File: src/rtl/rst_delay_pkg.sv
package rst_delay_pkg;

  typedef enum logic [1:0] {
    OSC_LP  = 2'b00,
    OSC_XT  = 2'b01,
    OSC_IRC = 2'b10,
    OSC_ERC = 2'b11
  } osc_mode_e;

  typedef enum logic [1:0] {
    ST_HOLD  = 2'b00,
    ST_COUNT = 2'b01,
    ST_PULSE = 2'b10,
    ST_RUN   = 2'b11
  } seq_state_e;

  function automatic logic is_crystal(input osc_mode_e m);
    return (m == OSC_LP) || (m == OSC_XT);
  endfunction

endpackage

File: src/rtl/rdly_bit_sync.sv
module rdly_bit_sync #(
  parameter int   STAGES  = 2,
  parameter logic RST_VAL = 1'b0
) (
  input  logic clk,
  input  logic arst_n,
  input  logic d,
  output logic q
);

  logic [STAGES-1:0] chain_q;
  logic [STAGES-1:0] chain_d;

  generate
    if (STAGES == 1) begin : g_single
      assign chain_d = d;
    end else begin : g_multi
      assign chain_d = {chain_q[STAGES-2:0], d};
    end
  endgenerate

  always_ff @(posedge clk or negedge arst_n) begin
    if (!arst_n) chain_q <= {STAGES{RST_VAL}};
    else         chain_q <= chain_d;
  end

  assign q = chain_q[STAGES-1];

endmodule

File: src/rtl/rdly_counter.sv
module rdly_counter #(
  parameter int CW = 5
) (
  input  logic          clk,
  input  logic          arst_n,
  input  logic          clr,
  input  logic          en,
  input  logic [CW-1:0] limit,
  output logic          done
);

  logic [CW-1:0] cnt_q;
  logic [CW-1:0] cnt_d;

  always_comb begin
    cnt_d = cnt_q;
    if (clr)     cnt_d = '0;
    else if (en) cnt_d = cnt_q + 1'b1;
  end

  always_ff @(posedge clk or negedge arst_n) begin
    if (!arst_n) cnt_q <= '0;
    else         cnt_q <= cnt_d;
  end

  assign done = en && (cnt_q == limit - 1'b1);

  // the count never passes the selected delay length
  assert_cnt_in_range_R3: assert property (@(posedge clk) disable iff (!arst_n)
    en |-> (cnt_q < limit));

endmodule

File: src/rtl/rst_delay_seq.sv
module rst_delay_seq
  import rst_delay_pkg::*;
#(
  parameter int LONG_CYC  = 18,
  parameter int SHORT_CYC = 3,
  parameter int SYNC_STG  = 2
) (
  input  logic       rc_clk,
  input  logic       por_n,
  input  logic       mclr_n,
  input  logic       wdt_to,
  input  logic [1:0] osc_mode,
  input  logic       wdt_en,
  output logic       core_rst,
  output logic       to_flag,
  output logic       busy
);

  localparam int CW = $clog2(LONG_CYC + 1);
  localparam logic [CW-1:0] LONG_LIM  = CW'(LONG_CYC);
  localparam logic [CW-1:0] SHORT_LIM = CW'(SHORT_CYC);

  logic       rst_sync_n;
  logic       pin_q;
  logic       cnt_done;
  logic [CW-1:0] cnt_limit;
  osc_mode_e  mode_e;
  logic       crystal;
  logic       wdt_hit;

  seq_state_e state_q, state_d;
  logic       first_q, first_d;
  logic       long_q,  long_d;
  logic       to_q,    to_d;

  rdly_bit_sync #(.STAGES(SYNC_STG), .RST_VAL(1'b0)) u_rst_sync (
    .clk    (rc_clk),
    .arst_n (por_n),
    .d      (1'b1),
    .q      (rst_sync_n)
  );

  rdly_bit_sync #(.STAGES(SYNC_STG), .RST_VAL(1'b0)) u_pin_sync (
    .clk    (rc_clk),
    .arst_n (rst_sync_n),
    .d      (mclr_n),
    .q      (pin_q)
  );

  assign mode_e    = osc_mode_e'(osc_mode);
  assign crystal   = is_crystal(mode_e);
  assign wdt_hit   = wdt_to && wdt_en;
  assign cnt_limit = long_q ? LONG_LIM : SHORT_LIM;

  rdly_counter #(.CW(CW)) u_counter (
    .clk    (rc_clk),
    .arst_n (rst_sync_n),
    .clr    (state_q != ST_COUNT),
    .en     (state_q == ST_COUNT),
    .limit  (cnt_limit),
    .done   (cnt_done)
  );

  always_comb begin
    state_d = state_q;
    first_d = first_q;
    long_d  = long_q;
    to_d    = to_q;
    unique case (state_q)
      ST_HOLD: begin
        if (pin_q) begin
          state_d = ST_COUNT;
          long_d  = first_q || crystal;
        end
      end
      ST_COUNT: begin
        if (!pin_q) begin
          state_d = ST_HOLD;
        end else if (cnt_done) begin
          state_d = ST_RUN;
          first_d = 1'b0;
        end
      end
      ST_PULSE: begin
        state_d = pin_q ? ST_RUN : ST_HOLD;
      end
      ST_RUN: begin
        if (!pin_q) begin
          state_d = ST_HOLD;
        end else if (wdt_hit) begin
          to_d = 1'b0;
          if (crystal) begin
            state_d = ST_COUNT;
            long_d  = 1'b1;
          end else begin
            state_d = ST_PULSE;
          end
        end
      end
      default: state_d = ST_HOLD;
    endcase
  end

  always_ff @(posedge rc_clk or negedge rst_sync_n) begin
    if (!rst_sync_n) begin
      state_q <= ST_HOLD;
      first_q <= 1'b1;
      long_q  <= 1'b1;
      to_q    <= 1'b1;
    end else begin
      state_q <= state_d;
      first_q <= first_d;
      long_q  <= long_d;
      to_q    <= to_d;
    end
  end

  assign core_rst = (state_q != ST_RUN);
  assign busy     = (state_q == ST_COUNT);
  assign to_flag  = to_q;

  assert_busy_holds_rst_R2: assert property (@(posedge rc_clk) disable iff (!rst_sync_n)
    busy |-> core_rst);

  assert_wdt_crystal_delay_R6: assert property (@(posedge rc_clk) disable iff (!rst_sync_n)
    (state_q == ST_RUN && pin_q && wdt_hit && crystal) |=> (busy && core_rst));

  assert_wdt_rc_pulse_R7: assert property (@(posedge rc_clk) disable iff (!rst_sync_n)
    (state_q == ST_RUN && pin_q && wdt_hit && !crystal) |=> (core_rst && !busy));

  assert_to_sticky_R8: assert property (@(posedge rc_clk) disable iff (!rst_sync_n)
    !$rose(to_flag));

  assert_wdt_disabled_R9: assert property (@(posedge rc_clk) disable iff (!rst_sync_n)
    (state_q == ST_RUN && pin_q && wdt_to && !wdt_en) |=> (!core_rst && $stable(to_flag)));

  assert_pin_abort_R10: assert property (@(posedge rc_clk) disable iff (!rst_sync_n)
    (busy && !pin_q) |=> (!busy && core_rst));

endmodule

File: config.mk
export PLATFORM = sky130hd
export DESIGN_NAME = rst_delay_seq
export DESIGN_NICKNAME = d
export VERILOG_FILES = /design/src/rtl/rst_delay_pkg.sv /design/src/rtl/rdly_bit_sync.sv /design/src/rtl/rdly_counter.sv /design/src/rtl/rst_delay_seq.sv
export SDC_FILE = /design/constraint.sdc
export NUM_CORES = 1
export LEC_CHECK = 0
export CORE_ASPECT_RATIO = 1.1
export CORE_MARGIN = 10
export CORE_UTILIZATION = 34
export DETAILED_ROUTE_END_ITERATION = 8
export DONT_BUFFER_PORTS = 1
export SLEW_MARGIN = 0
export SYNTH_ARGS = -nofsm -noshare
export SYNTH_HDL_FRONTEND = slang
export SYNTH_SLANG_ARGS = --single-unit
File: constraint.sdc
create_clock -name rc_clk -period 0.8 [get_ports rc_clk]
set_input_delay 0.16 -clock rc_clk [delete_from_list [all_inputs] [get_ports rc_clk]]
set_output_delay 0.16 -clock rc_clk [all_outputs]
set_load 0.1 [all_outputs]
==> results.yml <==
run_status:
  status: "complete, but fails checks"
  failing_checks: "setup timing"
grt:
  antenna_found_initial: 0
  pin_count_of_the_biggest_net_entering_global_routing: 13
  global_route_met2_utilization_pct: 11.7
  wire_length_of_the_first_global_routing_pass_um: 2320
  via_count_of_the_first_global_routing_pass: 545
  grt.total_usage_pct: 6.86
  grt_overflow_total: 0
  grt.met3_usage_pct: 1.49
  fraction_of_met1_tracks_used_by_global_routing_pct: 7.87
  gr-max-usage-layer: "met2"
yosys:
  netlist_top_cells_area: "dfrtp_1, dfstp_2, ha_1, and2_1, a21oi_1"
  synth-seq-area-share_pct: 51.5
  yosysTopAreaCellShare_pct: 40.1
  ys_dominant_reg_cell: "dfrtp_1"
  synth_edf_count: 0
  synth.net_count: 71
  synth.lib_cells_used.distinct: 26
  synth_area_per_cell_sq_um: 11.6
  yosysTopAreaCell: "dfrtp_1"
  netlist_top_cells_count: "dfrtp_1, and2_1, ha_1, inv_1, a21oi_1"
  synth.most_common_cell: "dfrtp_1"
  synth.ff_latch_count: 14
  cell_area_after_synthesis_sq_um: 687
  warnings_synthesis: 0
  synthCells: 59
  ys_async_sr_fraction_pct: 100
cells_and_area:
  fin_cells: 113
  finalCoreUtilization_pct: 52.0
  flow.area_growth_from_synthesis_pct: 48.3
  layout-drive-gt1-share_pct: 45.9
  nNetsFinal: 98
  n_antenna_cell: 0
clock_tree:
  clkSinkCount: 14
  cts_inserted_buffers: 3
  clk_root_buffer_cell: "clkbuf_4"
  worst_skew_pair.late_latency_ns: 0.28
  cts_tree: "yes"
  clock_tree.htree_level_count: 1
  clock_path_buffers: 2
  clk_pin_slew_worst_paths_ns: 0.09
worst_setup_path:
  critical_path_arrival_ns: 1.36
  critPathRequiredTime_ns: 0.64
  timing_worst_setup_path_type: "flip-flop to output port"
  timing.critical_path.to_type: "output port"
  worst_setup_path_start_kind: "flip-flop"
  worst-r2r-cell-count: 6
  timing.critical_path.fanout_max: 4
drt:
  detail_route.wirelength_um: 1290
  antenna_violating_nets_post_route: 0
  drt_first_pass_iters: 2
  via_count: 514
  drc: 0
  drt-wirelength-per-cell_um: 11.4
  detailedRoute.firstIterationViolations: 8
  vias_per_cell: 4.55
sta:
  max_freq_mhz: 659
  timing.clock.skew_ns: 0.00592
  rsz0062_at_grt: "yes"
  slew_violations: 0
  finalHoldViolCount: 0
  fin_crit_sh_pct: 190
  timing.final.ws_setup_ns: -0.718
  finalSetupViolations: 13
  post-route-min-period_ns: 1.52
floorplanning:
  fp.dieArea_sq_um: 4220
  floorplan.io_pins: 10
  fp.dieW_um: 62.9
  core_region_area_sq_um: 1960
  initial_core_util_pct: 35.1
  std_cell_rows: 17
  die_span_in_y_um: 67.1
placement:
  port_buffers: 0
  placedCellCount: 102
  post-dp-hpwl_um: 964
  globalplace.congestion: 0.694
run:
  drv.max_cap_violation_count: 0
hold_path:
  hold_path.class: "input port to async pin"
power_and_ir_drop:
  peak_supply_drop_mv: 2.03
  cellPowerDensity_nw_per_um2: 3700
  total_leakage_power_nw: 0.460
==> final cells by class <==
type | instances | area [sq um]
fill | 180 | 938
sequential | 14 | 358
multi-input combinational | 39 | 334
timing repair buffer | 23 | 233
clock buffer | 4 | 36.3
tap | 28 | 35.0
inverter | 5 | 22.5
==> where the power goes <==
group / total, mW / switching, mW / internal [mW]
Sequential: 1.06 / 0.134 / 0.922
Clock: 0.515 / 0.238 / 0.277
Combinational: 2.20 / 1.14 / 1.06
Total: 3.77 / 1.51 / 2.26
==> routing by layer <==
metal	part of all wire [%]	wire length, um
met5	0	0
met1	45	577
met4	2.1	27
met2	51	651
met3	2.4	31
==> critical path, cell delays in order (launching register included) <==
cell	delay [ns]
dfrtp_1	0.42
buf_6	0.13
ha_4	0.16
buf_6	0.12
clkinvlp_4	0.08
buf_12	0.17
==> registers in the layout, indices dropped and copies added (netlist names) <==
name / flops
u_rst_sync.chain_q: 2
long_q: 1
first_q: 1
u_pin_sync.chain_q: 2
state_q: 2
to_flag: 1
u_counter.cnt_q: 5
==> through the flow <==
| stage | total power, mW | instance area (sq um) | hold WS [ns] | setup WS (ns) | setup TNS (ns) |
|---|---|---|---|---|---|
| after detailed placement | 2.92 | 882 | -0.136 | -0.686 | -5.17 |
| after CTS | 3.79 | 1020 | 0.0952 | -0.714 | -6.65 |
| after global placement | 2.89 | 882 | -0.136 | -0.628 | -4.97 |
| final | 3.77 | 1020 | 0.101 | -0.718 | -6.73 |
| after global routing | 3.99 | 1020 | 0.0838 | -0.773 | -7.40 |
| after floorplan | 2.34 | 719 | -0.136 | -0.770 | -5.18 |
==> path summary, 6_finish.rpt <==
check	from	endpoint	slack [ns]
max	state_q[0]$_DFFE_PN0P_	core_rst	-0.72
min	por_n	u_rst_sync.chain_q[0]$_DFF_PN0_	0.10
max reg2reg	state_q[0]$_DFFE_PN0P_	state_q[0]$_DFFE_PN0P_	-0.67
min reg2reg	u_rst_sync.chain_q[1]$_DFF_PN0_	u_pin_sync.chain_q[0]$_DFF_PN0_	0.17
max in group asynchronous	u_rst_sync.chain_q[1]$_DFF_PN0_	long_q$_DFFE_PN1P_	0.40
min in group rc_clk	wdt_en	to_flag$_DFFE_PN1P_	0.10
==> cell families after synthesis <==
logic type | synth area share (%)
buffers and inverters | 3.46
and+or+nand+nor | 14.6
xor gates and xnor gates | 3.83
other | 0.546
AOI/OAI and AO/OA | 12.4
adders and majority gates | 9.11
muxes | 4.55
DFF | 51.5
==> what timing repair did <==
action	CTS	global route
gates resized for setup	10	1
setup endpoints to repair	13	13
hold buffers	3	0
pin swaps	2	0
gates cloned	0	0
endpoints found under the hold margin	4	0
buffers inserted	4	0
==> cells in the final DEF (no fill, tap or decap), types with 2 or more instances in the layout <==
cell type,Yosys,routed
buf_4,0,13
o211ai_1,2,2
a31oi_1,2,2
xnor2_1,2,2
mux2i_1,2,2
dfrtp_1,11,11
ha_1,5,3
buf_12,0,3
a21oi_1,4,4
nand2_1,2,2
dlygate4sd3_1,0,3
nand3_1,2,2
ha_4,0,2
inv_2,0,3
clkbuf_4,0,3
dfstp_2,3,2
buf_6,0,4
and2_1,5,5
Note: power is estimated with default switching activity, not from simulation.
